==> src/rtl/ptp_pin_pkg.sv <==
// Shared types for the PTP clock pin unit.
// Assumes nothing beyond a single clock domain for all users.
package ptp_pin_pkg;
    typedef enum logic [1:0] {
        WG_IDLE  = 2'd0,
        WG_ARMED = 2'd1,
        WG_RUN   = 2'd2
    } wg_state_t;
endpackage

==> src/rtl/ptp_pin_sync.sv <==
// Multi-flop synchroniser for the asynchronous pin level.
// Assumes STAGES >= 2; the output lags the input by STAGES clocks.
module ptp_pin_sync #(
    parameter int STAGES = 2
) (
    input  logic clk,
    input  logic rst_n,
    input  logic d,
    output logic q
);
    logic [STAGES-1:0] chain;

    // Shift the pin level through the flop chain.
    always_ff @(posedge clk) begin
        if (!rst_n) chain <= '0;
        else        chain <= {chain[STAGES-2:0], d};
    end

    assign q = chain[STAGES-1];
endmodule

==> src/rtl/ptp_pin_capture.sv <==
// Stamps the PTP time on every transition of the synchronised pin.
// Assumes pin_s is already synchronous. The edge detector tracks the pin
// even while capture is disabled, so enabling never sees a stale edge.
module ptp_pin_capture #(
    parameter int TIME_W = 64
) (
    input  logic              clk,
    input  logic              rst_n,
    input  logic              enable,
    input  logic              pin_s,
    input  logic [TIME_W-1:0] ptp_time,
    output logic [TIME_W-1:0] stamp
);
    logic prev_q;
    logic any_edge;

    assign any_edge = pin_s ^ prev_q;

    // Remember the last pin level for edge detection.
    always_ff @(posedge clk) begin
        if (!rst_n) prev_q <= 1'b0;
        else        prev_q <= pin_s;
    end

    // Overwrite the capture on each edge while enabled.
    always_ff @(posedge clk) begin
        if (!rst_n)                 stamp <= '0;
        else if (enable && any_edge) stamp <= ptp_time;
    end

    assert_hold_in_output_R10: assert property (@(posedge clk) disable iff (!rst_n)
        !enable |=> $stable(stamp));

    assert_capture_on_edge_R8: assert property (@(posedge clk) disable iff (!rst_n)
        (enable && (pin_s != prev_q)) |=> (stamp == $past(ptp_time)));
endmodule

==> src/rtl/ptp_pin_wavegen.sv <==
// Square-wave generator scheduled against absolute PTP time.
// Holds the absolute time of the next edge and toggles when that time is
// reached or passed. Assumes TIME_W > DUR_W and a nonzero half period.
module ptp_pin_wavegen
    import ptp_pin_pkg::*;
#(
    parameter int TIME_W = 64,
    parameter int DUR_W  = 32
) (
    input  logic              clk,
    input  logic              rst_n,
    input  logic              start_cmd,
    input  logic              stop_cmd,
    input  logic [TIME_W-1:0] start_time,
    input  logic [DUR_W-1:0]  half_period,
    input  logic [TIME_W-1:0] ptp_time,
    output logic              wave
);
    localparam int PAD_W = TIME_W - DUR_W;

    wg_state_t         state;
    logic              wave_q;
    logic [TIME_W-1:0] next_edge;
    logic [TIME_W-1:0] step;
    logic              start_ok;
    logic              due;

    assign step     = {{PAD_W{1'b0}}, half_period};
    assign start_ok = start_time > ptp_time;
    assign due      = ptp_time >= next_edge;

    // Sequence arm, toggle and stop; stop has highest priority.
    always_ff @(posedge clk) begin
        if (!rst_n) begin
            state     <= WG_IDLE;
            wave_q    <= 1'b0;
            next_edge <= '0;
        end else if (stop_cmd) begin
            state  <= WG_IDLE;
            wave_q <= 1'b0;
        end else if (start_cmd && start_ok) begin
            state     <= WG_ARMED;
            wave_q    <= 1'b0;
            next_edge <= start_time;
        end else if ((state != WG_IDLE) && due) begin
            state     <= WG_RUN;
            wave_q    <= ~wave_q;
            next_edge <= next_edge + step;
        end
    end

    assign wave = wave_q;

    assert_stop_low_R5: assert property (@(posedge clk) disable iff (!rst_n)
        stop_cmd |=> (state == WG_IDLE && !wave_q));

    assert_idle_low_R5: assert property (@(posedge clk) disable iff (!rst_n)
        (state == WG_IDLE) |-> !wave_q);

    assert_armed_low_R3: assert property (@(posedge clk) disable iff (!rst_n)
        (state == WG_ARMED) |-> !wave_q);

    assert_late_start_ignored_R2: assert property (@(posedge clk) disable iff (!rst_n)
        (state == WG_IDLE && start_cmd && !stop_cmd && start_time <= ptp_time)
        |=> (state == WG_IDLE && !wave_q));

    assert_edge_toggles_R4: assert property (@(posedge clk) disable iff (!rst_n)
        (state != WG_IDLE && due && !start_cmd && !stop_cmd)
        |=> (wave_q != $past(wave_q)));
endmodule

==> src/rtl/ptp_pin_unit.sv <==
// PTP clock pin unit: periodic output or edge timestamp capture on one pin.
// out_mode selects the function; the generator and the edge tracker run in
// both modes, only the drive and the capture enable depend on the mode.
module ptp_pin_unit #(
    parameter int TIME_W      = 64,
    parameter int DUR_W       = 32,
    parameter int SYNC_STAGES = 2
) (
    input  logic              clk,
    input  logic              rst_n,
    input  logic [TIME_W-1:0] ptp_time,
    input  logic              out_mode,
    input  logic [TIME_W-1:0] start_time,
    input  logic [DUR_W-1:0]  half_period,
    input  logic              start_cmd,
    input  logic              stop_cmd,
    input  logic              pin_in,
    output logic              pin_out,
    output logic              pin_oe,
    output logic [TIME_W-1:0] capture_ts
);
    logic wave;
    logic pin_s;

    ptp_pin_wavegen #(.TIME_W(TIME_W), .DUR_W(DUR_W)) u_wavegen (
        .clk        (clk),
        .rst_n      (rst_n),
        .start_cmd  (start_cmd),
        .stop_cmd   (stop_cmd),
        .start_time (start_time),
        .half_period(half_period),
        .ptp_time   (ptp_time),
        .wave       (wave)
    );

    ptp_pin_sync #(.STAGES(SYNC_STAGES)) u_sync (
        .clk  (clk),
        .rst_n(rst_n),
        .d    (pin_in),
        .q    (pin_s)
    );

    ptp_pin_capture #(.TIME_W(TIME_W)) u_capture (
        .clk     (clk),
        .rst_n   (rst_n),
        .enable  (!out_mode),
        .pin_s   (pin_s),
        .ptp_time(ptp_time),
        .stamp   (capture_ts)
    );

    // Drive the pin only in output mode.
    assign pin_oe  = out_mode;
    assign pin_out = out_mode & wave;
endmodule

==> config.mk <==
export PLATFORM = sky130hd
export DESIGN_NAME = ptp_pin_unit
export DESIGN_NICKNAME = d
export VERILOG_FILES = /design/src/rtl/ptp_pin_pkg.sv /design/src/rtl/ptp_pin_sync.sv /design/src/rtl/ptp_pin_capture.sv /design/src/rtl/ptp_pin_wavegen.sv /design/src/rtl/ptp_pin_unit.sv
export SDC_FILE = /design/constraint.sdc
export NUM_CORES = 1
export LEC_CHECK = 0
export BUFFER_PORTS_ARGS = -buffer_cell sky130_fd_sc_hd__buf_2
export CAP_MARGIN = 15
export CORE_UTILIZATION = 30
export DETAILED_ROUTE_END_ITERATION = 10
export GPL_TIMING_DRIVEN = 0
export PLACE_DENSITY = 0.62
export REMOVE_ABC_BUFFERS = 1
export SLEW_MARGIN = 20
export SYNTH_ARGS = -nofsm -noshare
export SYNTH_HDL_FRONTEND = slang
export SYNTH_HIERARCHICAL = 1
export SYNTH_SLANG_ARGS = --single-unit
==> constraint.sdc <==
create_clock -name clk -period 2.7 [get_ports clk]
set_input_delay 0.405 -clock clk [delete_from_list [all_inputs] [get_ports clk]]
set_output_delay 0.405 -clock clk [all_outputs]
set_load 0.05 [all_outputs]
Word level (Yosys, flattened, before mapping)
Index checks and enable logic that the tools add are counted.
{"block": "totals", "ff_bits": 134, "input_bits": 166, "out_inout_bits": 66, "wordCells": 28}
{"block": "op_classes", "add_sub_neg": 1, "n_lt_le_gt_ge": 2, "mux": 4, "n_bitwise": 5, "reduce_logical": 9}
{"operator": "64-bit 2-to-1 mux", "n": 2}
{"operator": "64-bit by 32-bit adder with 64-bit output", "n": 1}
{"operator": "64-bit >= comparator", "n": 1}
{"operator": "64-bit > comparator", "n": 1}
{"operator": "2-bit nonzero test", "n": 2}
{"operator": "1-bit logical AND", "n": 3}
{"operator": "1-bit inverter", "n": 3}
{"operator": "3-bit OR reduction", "n": 1}
{"operator": "1-bit 2-to-1 mux", "n": 2}
{"operator": "2-bit AND reduction", "n": 1}
{"operator": "2-bit OR reduction", "n": 1}
{"operator": "1-bit AND", "n": 1}
{"operator": "1-bit zero test", "n": 1}
{"operator": "1-bit bitwise XOR", "n": 1}

Longest topological paths before layout
{"block": "depth", "word_depth": 4, "mapped_depth": 15, "ltp_nobuf": 12}

By module
Netlist, hierarchy kept.
{"mod": "ptp_pin_wavegen", "instances": 1, "cells_each": 1144, "area_each_um2": 8560.7, "seq_area_each_um2": 1341.3}
{"mod": "ptp_pin_capture", "instances": 1, "cells_each": 281, "area_each_um2": 2746.4, "seq_area_each_um2": 1301.2}
{"mod": "ptp_pin_sync", "instances": 1, "cells_each": 4, "area_each_um2": 52.6, "seq_area_each_um2": 40.0}
{"mod": "ptp_pin_unit", "instances": 1, "cells_each": 3, "area_each_um2": 17.5, "seq_area_each_um2": 0.0}

Worst setup path before layout
No wires, ideal clock.
{"block": "synth_path", "path_kind": "input to register", "startpoint": "input half_period[0]", "endpoint": "register u_wavegen.next_edge[52]", "setup_time_ns": 0.117, "arrival_ns": 2.700, "required_ns": 2.583, "path_slack_ns": -0.117, "path_stages": 13, "n_path_buf": 1, "path_cell_list": "ha_1 > inv_1 > fa_1 > nor2b_1 > o2111ai_1 > a21oi_1 > nor2_1 > a311oi_1 > nor2_1 > buf_2 > nor3_1 > o21ai_0 > a32o_1"}
{"block": "synth_between", "elab_chain_cells": 3}
{"element": "from (decl)", "line": "ptp_pin_unit.sv:14", "text": "input logic [DUR_W-1:0] half_period,"}
{"element": "64-bit by 32-bit adder with 64-bit output", "line": "ptp_pin_wavegen.sv:48", "text": "next_edge <= next_edge + step;"}
{"element": "64-bit 2-to-1 mux", "line": "ptp_pin_wavegen.sv:45", "text": "end else if ((state != WG_IDLE) && due) begin"}
{"element": "64-bit 2-to-1 mux", "line": "ptp_pin_wavegen.sv:41", "text": "end else if (start_cmd && start_ok) begin"}
{"element": "to (signal assigned)", "line": "ptp_pin_wavegen.sv:44", "text": "next_edge <= start_time;"}
{"element": "to (signal assigned)", "line": "ptp_pin_wavegen.sv:48"}
{"element": "to (decl)", "line": "ptp_pin_wavegen.sv:23", "text": "logic [TIME_W-1:0] next_edge;"}
Every way passes these cells. The select of a mux whose other input is x is not followed.
A chain may end at the register's enable or synchronous reset.

Worst setup path in the final report
{"block": "layout_path", "startpoint": "register u_wavegen.next_edge[47]", "endpoint": "register u_wavegen.next_edge[61]"}
{"block": "layout_between", "elab_chain_cells": 4, "word_cells_on_any_way": 7, "cone_classes": "1 x add/sub; 1 x order compare; 2 x mux; 3 x reduce/logical"}
{"element": "64-bit >= comparator", "line": "ptp_pin_wavegen.sv:30", "text": "assign due = ptp_time >= next_edge;"}
{"element": "1-bit logical AND", "line": "ptp_pin_wavegen.sv:45"}
{"element": "2-bit nonzero test (no source line)"}
{"element": "2-bit AND reduction (no source line)"}
Parallel ways exist; a longest one is shown, timed or not. The select of a mux whose other input is x is not followed.

==> metrics <==
status=finished, violations left; failing checks=negative setup slack; FF-to-FF Start=u_wavegen/next_edge[47]; DR pass1 iterations=6; Fill cells=3626; crit start category=flop; layout cell share with drive strength beyond 1=36.8%; Slew Limit Headroom=50.7%; CP Max Fanout=6; Synth Cell Area=0.0114 mm^2; #FFs+latches synth=134; CTS Buf Count=17; share of the synthesized area in the top cell type=23.6%; post-synthesis async set-or-reset flop share=0%; PortBufs=231; FF-to-FF End=u_wavegen/next_edge[61]; Critical Path RT=3.03 ns; TritonCTS Sinks=134; clock-pin slew on the worst setup and hold paths=0.07 ns; Power Dens Cells=431 mW/mm^2; routed wire length per instance=19.3 um; post-placement cell count=2110; worst r2r path cells=15; initial antenna violation count=5; effective utilization at floorplan=30.8%; Cell Area, Placed=0.0129 mm^2; Final WS setup=-0.369 ns; storage element area=0.00275 mm^2; row cnt=70; Hold Path Class=primary input to flop; Least-Margin Pin Slew=0.739 ns; Post-synth EDFFs=0; CTS max path bufs=2; Setup CP Type=flop to flop; Worst Path Arrival=3.40 ns; post-synthesis average cell area=7.94 um^2; CP Capture Type=flop; vias in the first global route=11.3k; area of the multi-input gates=0.00891 mm^2; Cell variety after synth=88; max cap viols=0; Final ANT Viol Nets=0; hpwl dp=29100 um; Total Power=6970 uW; Leakage=0.00692 uW; Top Ports=232; cell taking the most area after synthesis=dfxtp_1; area grow syn2layout=42.1%; Die Ht=197 um; routability cong.=0.888; vias per cell=5.35; CTS tree=built; fmax=326 MHz; GRT Residual Overflow=0; Final Max Tran Viols=0; Clock Latency Late Sink=0.45 ns; H-tree Lvls=4; Vias=12.1k; synth top area cells=dfxtp_1 24%, ha_1 18%, nand2_1 6.8%; maximum vdd drop=462 uV; Crit. Startpoint=u_wavegen/next_edge[47]; Final #Nets=2074; Synth Flop Type=dfxtp_1; Final Cycle Share=114%; pin count of the biggest net entering global routing=92; 1st-iter DRT viols=892; Fin. Hold Viols=0; register area share after synthesis=23.6%; Worst Setup EP=u_wavegen/next_edge[61]; Remaining DRCs=0; die width=197 um; die area=0.0387 mm^2; Mapped Cells=1432; cell area after layout=0.0162 mm^2; RSZ-0062 raised after global routing=true; Synth warnings=6; Worst Clk Skew=0.0142 ns; final core occ=43.7%; R2R setup slack=-0.37 ns; final WL=43900 um; clock root buffer=clkbuf_16; GRT Util Overall=21.3%; min cycle time layout=3.07 ns; first-pass GRT wire length=63100 um; post-route insts no fill=2271; endpoints failing setup=64; core box area=0.0370 mm^2
==> timing repair <==
| action | 4_1_cts | 5_1_grt |
|---|---|---|
| setup buffers | 71 | 44 |
| endpoints found under the setup margin | 67 | 66 |
| gates resized for setup | 179 | 188 |
| hold buffers | 0 | 0 |
| endpoints found under the hold margin | 0 | 0 |
| cloned | 9 | 5 |
| pin swaps | 64 | 85 |
==> Yosys cell counts, types with 4 or more instances <==
| cell | n |
|---|---|
| a211oi_1 | 27 |
| nor4_2 | 4 |
| buf_4 | 7 |
| nand4_1 | 33 |
| nor3_1 | 31 |
| a41oi_1 | 4 |
| nor4_1 | 10 |
| inv_1 | 151 |
| dlymetal6s2s_1 | 6 |
| nor2b_1 | 10 |
| buf_2 | 15 |
| or3_1 | 6 |
| nor2_1 | 55 |
| nand2b_1 | 8 |
| nand2_1 | 206 |
| a32o_1 | 12 |
| clkbuf_1 | 16 |
| ha_1 | 160 |
| nand3_1 | 28 |
| buf_6 | 10 |
| xnor2_1 | 20 |
| a31o_2 | 5 |
| o21bai_1 | 8 |
| and2_1 | 6 |
| xor2_1 | 6 |
| a22o_1 | 7 |
| buf_12 | 7 |
| and3_1 | 8 |
| o211ai_1 | 8 |
| o21ai_0 | 87 |
| or2_2 | 4 |
| a21o_1 | 22 |
| dfxtp_1 | 134 |
| a21oi_1 | 133 |
| mux2i_1 | 75 |
| a221oi_1 | 6 |
| a31oi_1 | 14 |
==> power breakdown <==
| group | internal (uW) | switching, uW |
|---|---|---|
| registers | 2050 | 55.1 |
| logic | 948 | 1290 |
| clock network | 1550 | 1070 |
==> critical path, stage by stage (launching register included) <==
cell and delay [ns]:
dfxtp_2 0.33, inv_1 0.05, ha_1 0.31, nand4_1 0.13
buf_4 0.18, nor4_4 0.24, buf_4 0.19, nand3_4 0.10
a31oi_4 0.23, nor4_4 0.10, nor2_4 0.24, buf_6 0.13
o21a_4 0.21, buf_6 0.13, o21ai_0 0.09, a221oi_1 0.28
==> logic make-up after synthesis <==
family | synth area share [%]
compound gates | 22.5
xor+xnor | 2.00
fa+ha+maj | 17.8
buf+inv | 10.0
flops | 23.6
mux | 6.70
simple gates | 17.4
==> cell usage in the layout (no fill, tap or decap), drive strengths merged, types with 7 or more instances in the layout <==
cell and n:
a32o 12, inv 154, mux2i 75, nand2b 8, clkbuf 22, a21oi 135, nor2 57, nor4 14
a21o 22, a22o 7, o21ai 91, ha 160, a211oi 30, clkinv 8, o21bai 8, nor2b 10
buf 349, o21a 8, nand2 206, and2 7, nor3 32, nand3 28, o211ai 8, a31oi 15
diode 7, dfxtp 134, a221oi 9, xnor2 20, and3 8, nand4 33
==> flip-flops by register name, summed over array words and instances, names as in the netlist <==
register / flops
u_wavegen/wave: 1
u_wavegen/state: 2
u_capture/stamp: 64
u_sync/chain: 2
u_capture/prev_q: 1
u_wavegen/next_edge: 64
==> per-layer routing <==
metal	wire length (um)	vias up	GRT usage, %
met1	19100	5765	27.8
met3	2680	85	3.01
met2	20500	500	34.4
li1	-	5793	-
met4	1510	0	9.85
met5	0	-	0
==> worst min path at each step <==
stage                                 end  slack [ns]  cells after the start            start
after floorplan           u_sync/chain[1]        0.41                      1  u_sync/chain[0]
after global placement    u_sync/chain[1]        0.41                      1  u_sync/chain[0]
after detailed placement  u_sync/chain[1]        0.43                      1  u_sync/chain[0]
after CTS                 u_sync/chain[0]        0.13                      2           pin_in
after global routing      u_sync/chain[0]        0.15                      2           pin_in
final                     u_sync/chain[0]        0.16                      2           pin_in
==> layout make-up <==
cell class / count / area share (%)
Antenna cell: 7 / 0.108
Clock buffer: 17 / 2.63
Clock inverter: 15 / 1.25
Inverter: 152 / 3.76
Multi-Input combinational cell: 1086 / 55.1
Sequential cell: 134 / 17.0
Tap cell: 504 / 3.90
Timing Repair Buffer: 355 / 16.1
Timing Repair inverter: 1 / 0.101
==> stage by stage <==
stage / setup WS, ns / setup TNS (ns) / hold WS [ns]
finish: -0.369 / -16.11 / 0.162
global route: -0.518 / -19.68 / 0.152
CTS: -0.302 / -12.56 / 0.135
detailed placement: -2.15 / -103.71 / 0.431
global placement: -11.38 / -694.01 / 0.414
floorplan: -6.12 / -352.33 / 0.412
Note: power is estimated with default switching activity, not from simulation.
